## src/rtl/seqcam.sv

```systemverilog
module seqcam #(
  parameter int M = 5,
  parameter int N = 7,
  parameter int K = 4
) (
  input  logic              clk,
  input  logic              rst_n,
  input  logic              wr_en,
  input  logic [M-1:0]      wr_addr,
  input  logic [N-1:0]      wr_data,
  input  logic              srch_start,
  input  logic [N-1:0]      srch_key,
  output logic              busy,
  output logic              done,
  output logic [2**M-1:0]   match_vec
);
  localparam int DEPTH   = 2**M;
  localparam int LINES   = DEPTH / K;
  localparam int LINE_AW = (LINES > 1) ? $clog2(LINES) : 1;
  localparam int CNT_W   = LINE_AW + 2;

  logic [N-1:0]       mem [DEPTH];
  logic [DEPTH-1:0]   valid;
  logic [N-1:0]       key;
  logic               issuing, cmp_en, cmp_last;
  logic [LINE_AW-1:0] rd_line, cmp_line;
  logic [N-1:0]       rd_q [K];
  logic [K-1:0]       hits;

  assign busy = issuing | cmp_en;

  wire wr_ok    = wr_en & ~busy;
  wire start_ok = srch_start & ~busy;
  wire rd_last  = rd_line == LINE_AW'(LINES - 1);

  always_ff @(posedge clk) begin
    if (wr_ok) mem[wr_addr] <= wr_data;
  end

  always_ff @(posedge clk or negedge rst_n) begin
    if (!rst_n) valid <= '0;
    else if (wr_ok) valid[wr_addr] <= 1'b1;
  end

  always_ff @(posedge clk) begin
    for (int k = 0; k < K; k++) rd_q[k] <= mem[int'(rd_line) * K + k];
  end

  always_comb begin
    for (int k = 0; k < K; k++)
      hits[k] = valid[int'(cmp_line) * K + k] && (rd_q[k] == key);
  end

  always_ff @(posedge clk or negedge rst_n) begin
    if (!rst_n) begin
      issuing  <= 1'b0;
      cmp_en   <= 1'b0;
      cmp_last <= 1'b0;
      rd_line  <= '0;
      cmp_line <= '0;
      key      <= '0;
      done     <= 1'b0;
      match_vec <= '0;
    end else begin
      done     <= cmp_en & cmp_last;
      cmp_en   <= issuing;
      cmp_last <= issuing & rd_last;
      cmp_line <= rd_line;
      if (start_ok) begin
        issuing   <= 1'b1;
        rd_line   <= '0;
        key       <= srch_key;
        match_vec <= '0;
      end else if (issuing) begin
        rd_line <= rd_line + 1'b1;
        if (rd_last) issuing <= 1'b0;
      end
      if (cmp_en)
        for (int k = 0; k < K; k++) match_vec[int'(cmp_line) * K + k] <= hits[k];
    end
  end

  logic [CNT_W-1:0] lat_cnt;
  always_ff @(posedge clk or negedge rst_n) begin
    if (!rst_n) lat_cnt <= '0;
    else if (start_ok) lat_cnt <= '0;
    else if (busy) lat_cnt <= lat_cnt + 1'b1;
  end

  // unwritten words are invalid, so they never appear in the vector (also R5)
  a_r5_no_invalid_hit: assert property (@(posedge clk) disable iff (!rst_n)
    (match_vec & ~valid) == '0);

  a_r3_start_clears: assert property (@(posedge clk) disable iff (!rst_n)
    (srch_start && !busy) |=> (busy && match_vec == '0));

  a_r6_latency: assert property (@(posedge clk) disable iff (!rst_n)
    done |-> lat_cnt == CNT_W'(LINES + 1));

  a_r7_done_pulse: assert property (@(posedge clk) disable iff (!rst_n)
    done |-> (!busy ##1 !done));

  a_r10_hold: assert property (@(posedge clk) disable iff (!rst_n)
    (!busy && !srch_start) |=> $stable(match_vec));

  a_r8_no_write_busy: assert property (@(posedge clk) disable iff (!rst_n)
    busy |=> $stable(valid));

  a_r9_key_kept: assert property (@(posedge clk) disable iff (!rst_n)
    busy |=> $stable(key));
endmodule

```

## config.mk

```make
export PLATFORM = sky130hd
export DESIGN_NAME = seqcam
export DESIGN_NICKNAME = d
export VERILOG_FILES = /design/src/rtl/seqcam.sv
export SDC_FILE = /design/constraint.sdc
export NUM_CORES = 1
export LEC_CHECK = 0
export ABC_CLOCK_PERIOD_IN_PS = 3580
export BUFFER_PORTS_ARGS = -buffer_cell sky130_fd_sc_hd__clkbuf_2
export CAP_MARGIN = 0
export CORE_UTILIZATION = 55
export CTS_BUF_LIST = sky130_fd_sc_hd__clkbuf_2 sky130_fd_sc_hd__clkbuf_4 sky130_fd_sc_hd__clkbuf_8
export DETAILED_ROUTE_END_ITERATION = 7
export PLACE_DENSITY_LB_ADDON = 0.15
export SLEW_MARGIN = 5
export SYNTH_ARGS = -nofsm -noshare
export SYNTH_HDL_FRONTEND = slang
export SYNTH_SLANG_ARGS = --single-unit
```

## constraint.sdc

```tcl
create_clock -name clk -period 3.58 [get_ports clk]
set_input_delay 0.716 -clock clk [delete_from_list [all_inputs] [get_ports clk]]
set_output_delay 0.716 -clock clk [all_outputs]
set_load 0.01 [all_outputs]
```

======== After elaboration in Yosys (flattened, before gate mapping) ========
Memories as Yosys holds them, arrays and structs flattened.
Index checks and enable logic that the tools add are counted.
word-level totals
  bits in writable memories ............... 252
  register bits ........................... 81
  memories ................................ 2
  word-level logic and storage cells ...... 84
  output and inout bits ................... 34
memory list
  name  words  width  read ports  clocked after Yosys merged registers in  write ports  line  source
  mem   32     7      4           0                                        1            22    logic [N-1:0] mem [DEPTH];
  rd_q  4      7      4           0                                        4            27    logic [N-1:0] rd_q [K];
operators by class
  equal/unequal tests ..................... 5
  reduce and logical (&&, ||, !) cells .... 10
  mux-type cells .......................... 34
  bitwise gates (word level) .............. 7
  add/subtract/negate cells ............... 7
  $lt $le $gt $ge ......................... 10
operator list
  operator                                                     count
  bitwise mux 32 bit                                           4
  two-way mux 32 bit                                           2
  OR 32 bit                                                    1
  == test 7 bit                                                4
  demux 1 bit (select 5 bit)                                   4
  >= comparator 6 x 1 -> 1 bit (second input constant)         3
  less-than comparator 6 bit (second input constant)           3
  two-way mux 1 bit                                            17
  binary-select mux 1 bit (select 5 bit)                       3
  adder 5 x 2 -> 6 bit (second input constant)                 2
  less-than comparator 5 x 6 -> 1 bit (second input constant)  2
  adder 5 x 2 -> 5 bit (second input constant)                 2
  >= comparator 5 x 1 -> 1 bit (second input constant)         2
  logical AND 1 bit                                            9
  adder 5 x 1 -> 6 bit (second input constant)                 1
  two-way mux 3 bit                                            2
  adder 5 x 1 -> 5 bit (second input constant)                 1
  bitwise AND 1 bit                                            4
  adder 3 x 1 -> 3 bit (second input constant)                 1
  binary-select mux 1 bit (select 3 bit)                       1
  demux 1 bit (select 3 bit)                                   1
  == test 3 bit (second input constant)                        1
  nonzero test 2 bit                                           1
  NOT 1 bit                                                    1
  OR 1 bit                                                     1

======== Logic depth before layout (Yosys ltp) ========
  depth after elaboration ................. 9
  mapped depth ............................ 7
  mapped depth without buffers ............ 4

======== Least setup slack after synthesis ========
Ideal clock, no wire load.
  kind .................................... input to register
  start point ............................. in wr_addr[1]
  end point ............................... mem mem[12][0] (enable)
  arrival time ............................ 1.697 ns
  library setup time ...................... 0.360 ns
  slack ................................... 1.523 ns
  cell stages on the path ................. 4
  cells stage by stage .................... or3_1 > buf_2 > buf_6 > nor2_1
RTL lines
  what                line  source
  start: declaration  9     input logic [M-1:0] wr_addr,
  end: declaration    22
Straight into the memory's write port.

======== Worst setup path in the final report ========
  start point ............................. reg cmp_en
  end point ............................... mem mem[29][2] (enable)
on the way
  cells in the longest elaborated chain, start to end .. 5
RTL lines
  what                                     line  source
  start: declaration                       25    logic issuing, cmp_en, cmp_last;
  start signal: assignment                 66    cmp_en <= issuing;
  OR 1 bit                                 30    assign busy = issuing | cmp_en;
  NOT 1 bit                                32    wire wr_ok = wr_en & ~busy;
  bitwise AND 1 bit                        32
  two-way mux 1 bit                        37    if (wr_ok) mem[wr_addr] <= wr_data;
  two-way mux 1 bit (not written as such)  37
Every way passes these cells.

==> run summary <==
Status = complete, no violations
Syn. warnings = 0
FF-to-FF setup slack = 1.05 ns
Worst vdd ir = 0.344 mV
Final Net Count = 835
Setup TNS = 0 ns
CTS Sinks = 333
Area Overhead vs Synth = 12.4%
Hold-fix buffers at CTS = 0
Syn Area/Cell = 17.8 um^2
Post-Synth XOR/XNOR Area = 1.89%
Slowest cell on crit path = nor2_1
P_leak = 5.38 nW
Endpoints failing hold = 0
Die area = 0.0242 mm^2
Num CTS Buffers = 53
Drt pass-1 iters = 5
Clock Path Buffers = 3
R2r worst-path depth = 3
Worst path required time = 3.77 ns
Family with the most delay on the worst path = simple AND/OR/NAND/NOR gates
Vias in the first global route = 6893
Actual slew at the worst max-slew pin = 1.05 ns
Post-CTS Setup Repair Bufs = 0
Core Region = 0.0229 mm^2
Layout Skew = 0.0140 ns
CTS H-Tree Depth = 2
Global route overflow = 0
Die Width = 156 um
Share of layout cells above drive strength 1 = 32.7%
Initial DRC Count = 503
Crit start category = flop
Post-synthesis adder-cell area fraction = 0.193%
# resized after CTS = 0
CP Buf/Inv Count = 0
DR WL/cell = 23.2 um
Worst setup EP type = flop
Max Cap Violations = 0
RSZ-0062 raised after global routing = false
Fillers = 1652
Post-synthesis mux area share = 13.6%
Post-route setup slack = 1.05 ns
Final worst path period need = 2.53 ns
Rel. slew slack = 30.1%
HPWL Detailed = 17.3 mm
FF+latch count, synth = 333
Pre-CTS WS = 0.888 ns
# rows = 55
Final cell count without fillers = 1168
Maximum clock rate = 0.395 GHz
CTS tree = yes
First-pass GRT wire length = 41.0 mm
Clk_lat worst skew = 0.57 ns
Crit path max fanout = 12
Crit-path cells = nor2_2, nand4b_1, nor2_1
Vias per std cell = 5.70
Critical Path AT = 2.72 ns
Largest net degree at the start of global routing = 82
Netlist cell types = 55
DRC viols = 0
Die Ht = 156 um
RD Place Congestion = 0.803
Worst-path clk slew = 0.06 ns
Main combinational cell family by area after synthesis = multiplexers
Worst r2r src = cmp_en
Sequential area share after synthesis = 71.8%
Final slew viol count = 0
Root buffer cell = clkbuf_8
Fin crit share = 70.8%
Post-synthesis compound-gate area fraction = 3.68%
Overall Global Routing Usage = 23.4%
# placed instances = 1068
Initial antenna violation count = 0
Diodes inserted = 0
Mapped Area = 0.0130 mm^2
Pwr dens = 743 mW/mm^2
Max stage delay on crit path = 0.86 ns
Kind of critical path = reg -> reg
Post-synth net total = 752
Via count = 6655
Synth Area in Simple Gates = 6.96%
Port bufs = 56
Drt total wl = 27.1 mm
Starting density of the core = 56.6%
Synthesized instance count = 727
Hold WC Path Type = in -> async
I/O pins = 57
Routed Antenna Nets = 0
FF-to-FF End = mem[29][2]
# setup viols final = 0
registers in the layout (all words and copies together), names as in the netlist:
signal     cells
cmp_en         1
rd_q          28
cmp_line       3
valid         32
issuing        1
done           1
rd_line        3
mem          224
key            7
match_vec     32
cmp_last       1
cell type report:
| cell class | count | area [um^2] | share of cell area, % |
|---|---|---|---|
| clock buffers | 73 | 905 | 6.21 |
| clock inverters | 27 | 185 | 1.27 |
| inverters | 4 | 15.0 | 0.103 |
| multi-input cells | 355 | 3410 | 23.4 |
| flip-flops and latches | 333 | 9320 | 63.9 |
| well taps | 313 | 392 | 2.69 |
| repair buffers | 63 | 348 | 2.39 |
stage by stage:
step / hold WS [ns] / instance area [um^2] / util, % / power, mW
2_1_floorplan: 0.349 / 13000 / - / 7.07
3_3_place_gp: 0.445 / 13500 / 58.9 / 7.64
3_5_place_dp: 0.446 / 13500 / 58.9 / 7.69
4_1_cts: 0.313 / 14600 / 63.6 / 10.9
5_1_grt: 0.333 / 14600 / 63.6 / 11.3
6_report: 0.319 / 14600 / 63.6 / 10.8
layer usage:
metal	global-route usage, %	up-vias	share of wire (%)
li1	-	2971	-
met2	40.4	229	52
met1	30.2	3404	40
met5	0	-	0
met4	7.70	0	2.2
met3	4.19	51	5.8
cell usage after synthesis (all sizes together):
cell | count | share of area, %
o31ai | 32 | 1.9
ha | 2 | 0.19
clkbuf | 7 | 0.23
nor3 | 2 | 0.12
xnor2 | 12 | 0.81
edfxtp | 224 | 52
or2 | 24 | 1.2
nand4bb | 1 | 0.087
nor2b | 2 | 0.096
nor2 | 38 | 1.1
nand4b | 3 | 0.20
o2bb2ai | 1 | 0.068
nor3b | 1 | 0.058
and2 | 5 | 0.24
a21boi | 2 | 0.12
o32ai | 1 | 0.068
nand3b | 7 | 0.41
nand2 | 62 | 1.8
buf | 28 | 1.5
mux4 | 56 | 9.8
or3 | 2 | 0.096
a211oi | 3 | 0.35
nor4 | 5 | 0.55
nand2b | 1 | 0.048
o21bai | 8 | 0.46
or3b | 3 | 0.20
mux2i | 10 | 0.77
a31oi | 3 | 0.14
a21oi | 4 | 0.15
nor4bb | 1 | 0.077
a311oi | 1 | 0.20
inv | 4 | 0.12
nand3 | 6 | 0.23
o21ai | 5 | 0.19
dfrtp | 81 | 16
nand4 | 6 | 0.48
mux2 | 29 | 3.0
a31o | 1 | 0.068
dfxtp | 28 | 4.3
xor2 | 16 | 1.1
cell usage in the layout, fill, tap and decap left out, types with 3 or more instances in the layout:
cell and count:
inv_1 3, edfxtp_1 224, mux4_2 54, clkinv_2 10, nand3b_1 7, or2_2 24, and2_1 5, buf_4 7
nand3_1 6, o21ai_0 5, a21oi_1 4, nand4b_1 3, mux2_2 11, nor2_1 37, o21bai_1 8, dfrtp_1 79
nor4_2 4, xor2_1 16, clkinv_1 11, nand4_2 4, xnor2_1 12, clkbuf_2 55, clkbuf_8 57, mux2_4 18
clkbuf_4 16, dfxtp_1 28, mux2i_1 10, o31ai_1 32, a31oi_1 3, nand2_1 62, clkinvlp_4 3
how the worst max path moves through the flow:
stage / depth (start not counted) / slack (ns) / from / to
2_1_floorplan: 4 / 1.52 / wr_addr[1] / mem[12][0]
3_3_place_gp: 3 / 0.90 / wr_addr[1] / mem[29][6]
3_5_place_dp: 3 / 0.89 / wr_addr[1] / mem[29][6]
4_1_cts: 3 / 0.97 / cmp_en / mem[29][2]
5_1_grt: 3 / 0.94 / cmp_en / mem[25][6]
6_report: 3 / 1.05 / cmp_en / mem[29][2]
cells by family after synthesis:
logic type / count (synthesis)
xor gates and xnor gates: 28
and+or+nand+nor: 169
AOI/OAI and AO/OA: 61
muxes: 95
buffers and inverters: 39
adders and majority gates: 2
DFF: 333
power by group:
part	total (mW)	leakage, nW	internal [mW]	switching (mW)
clock	3.23	0.575	1.79	1.44
combinational	2.50	1.47	1.33	1.17
sequential	5.10	3.34	4.50	0.595
total	10.8	5.38	7.62	3.20
Power figures use the tool's default switching activity.
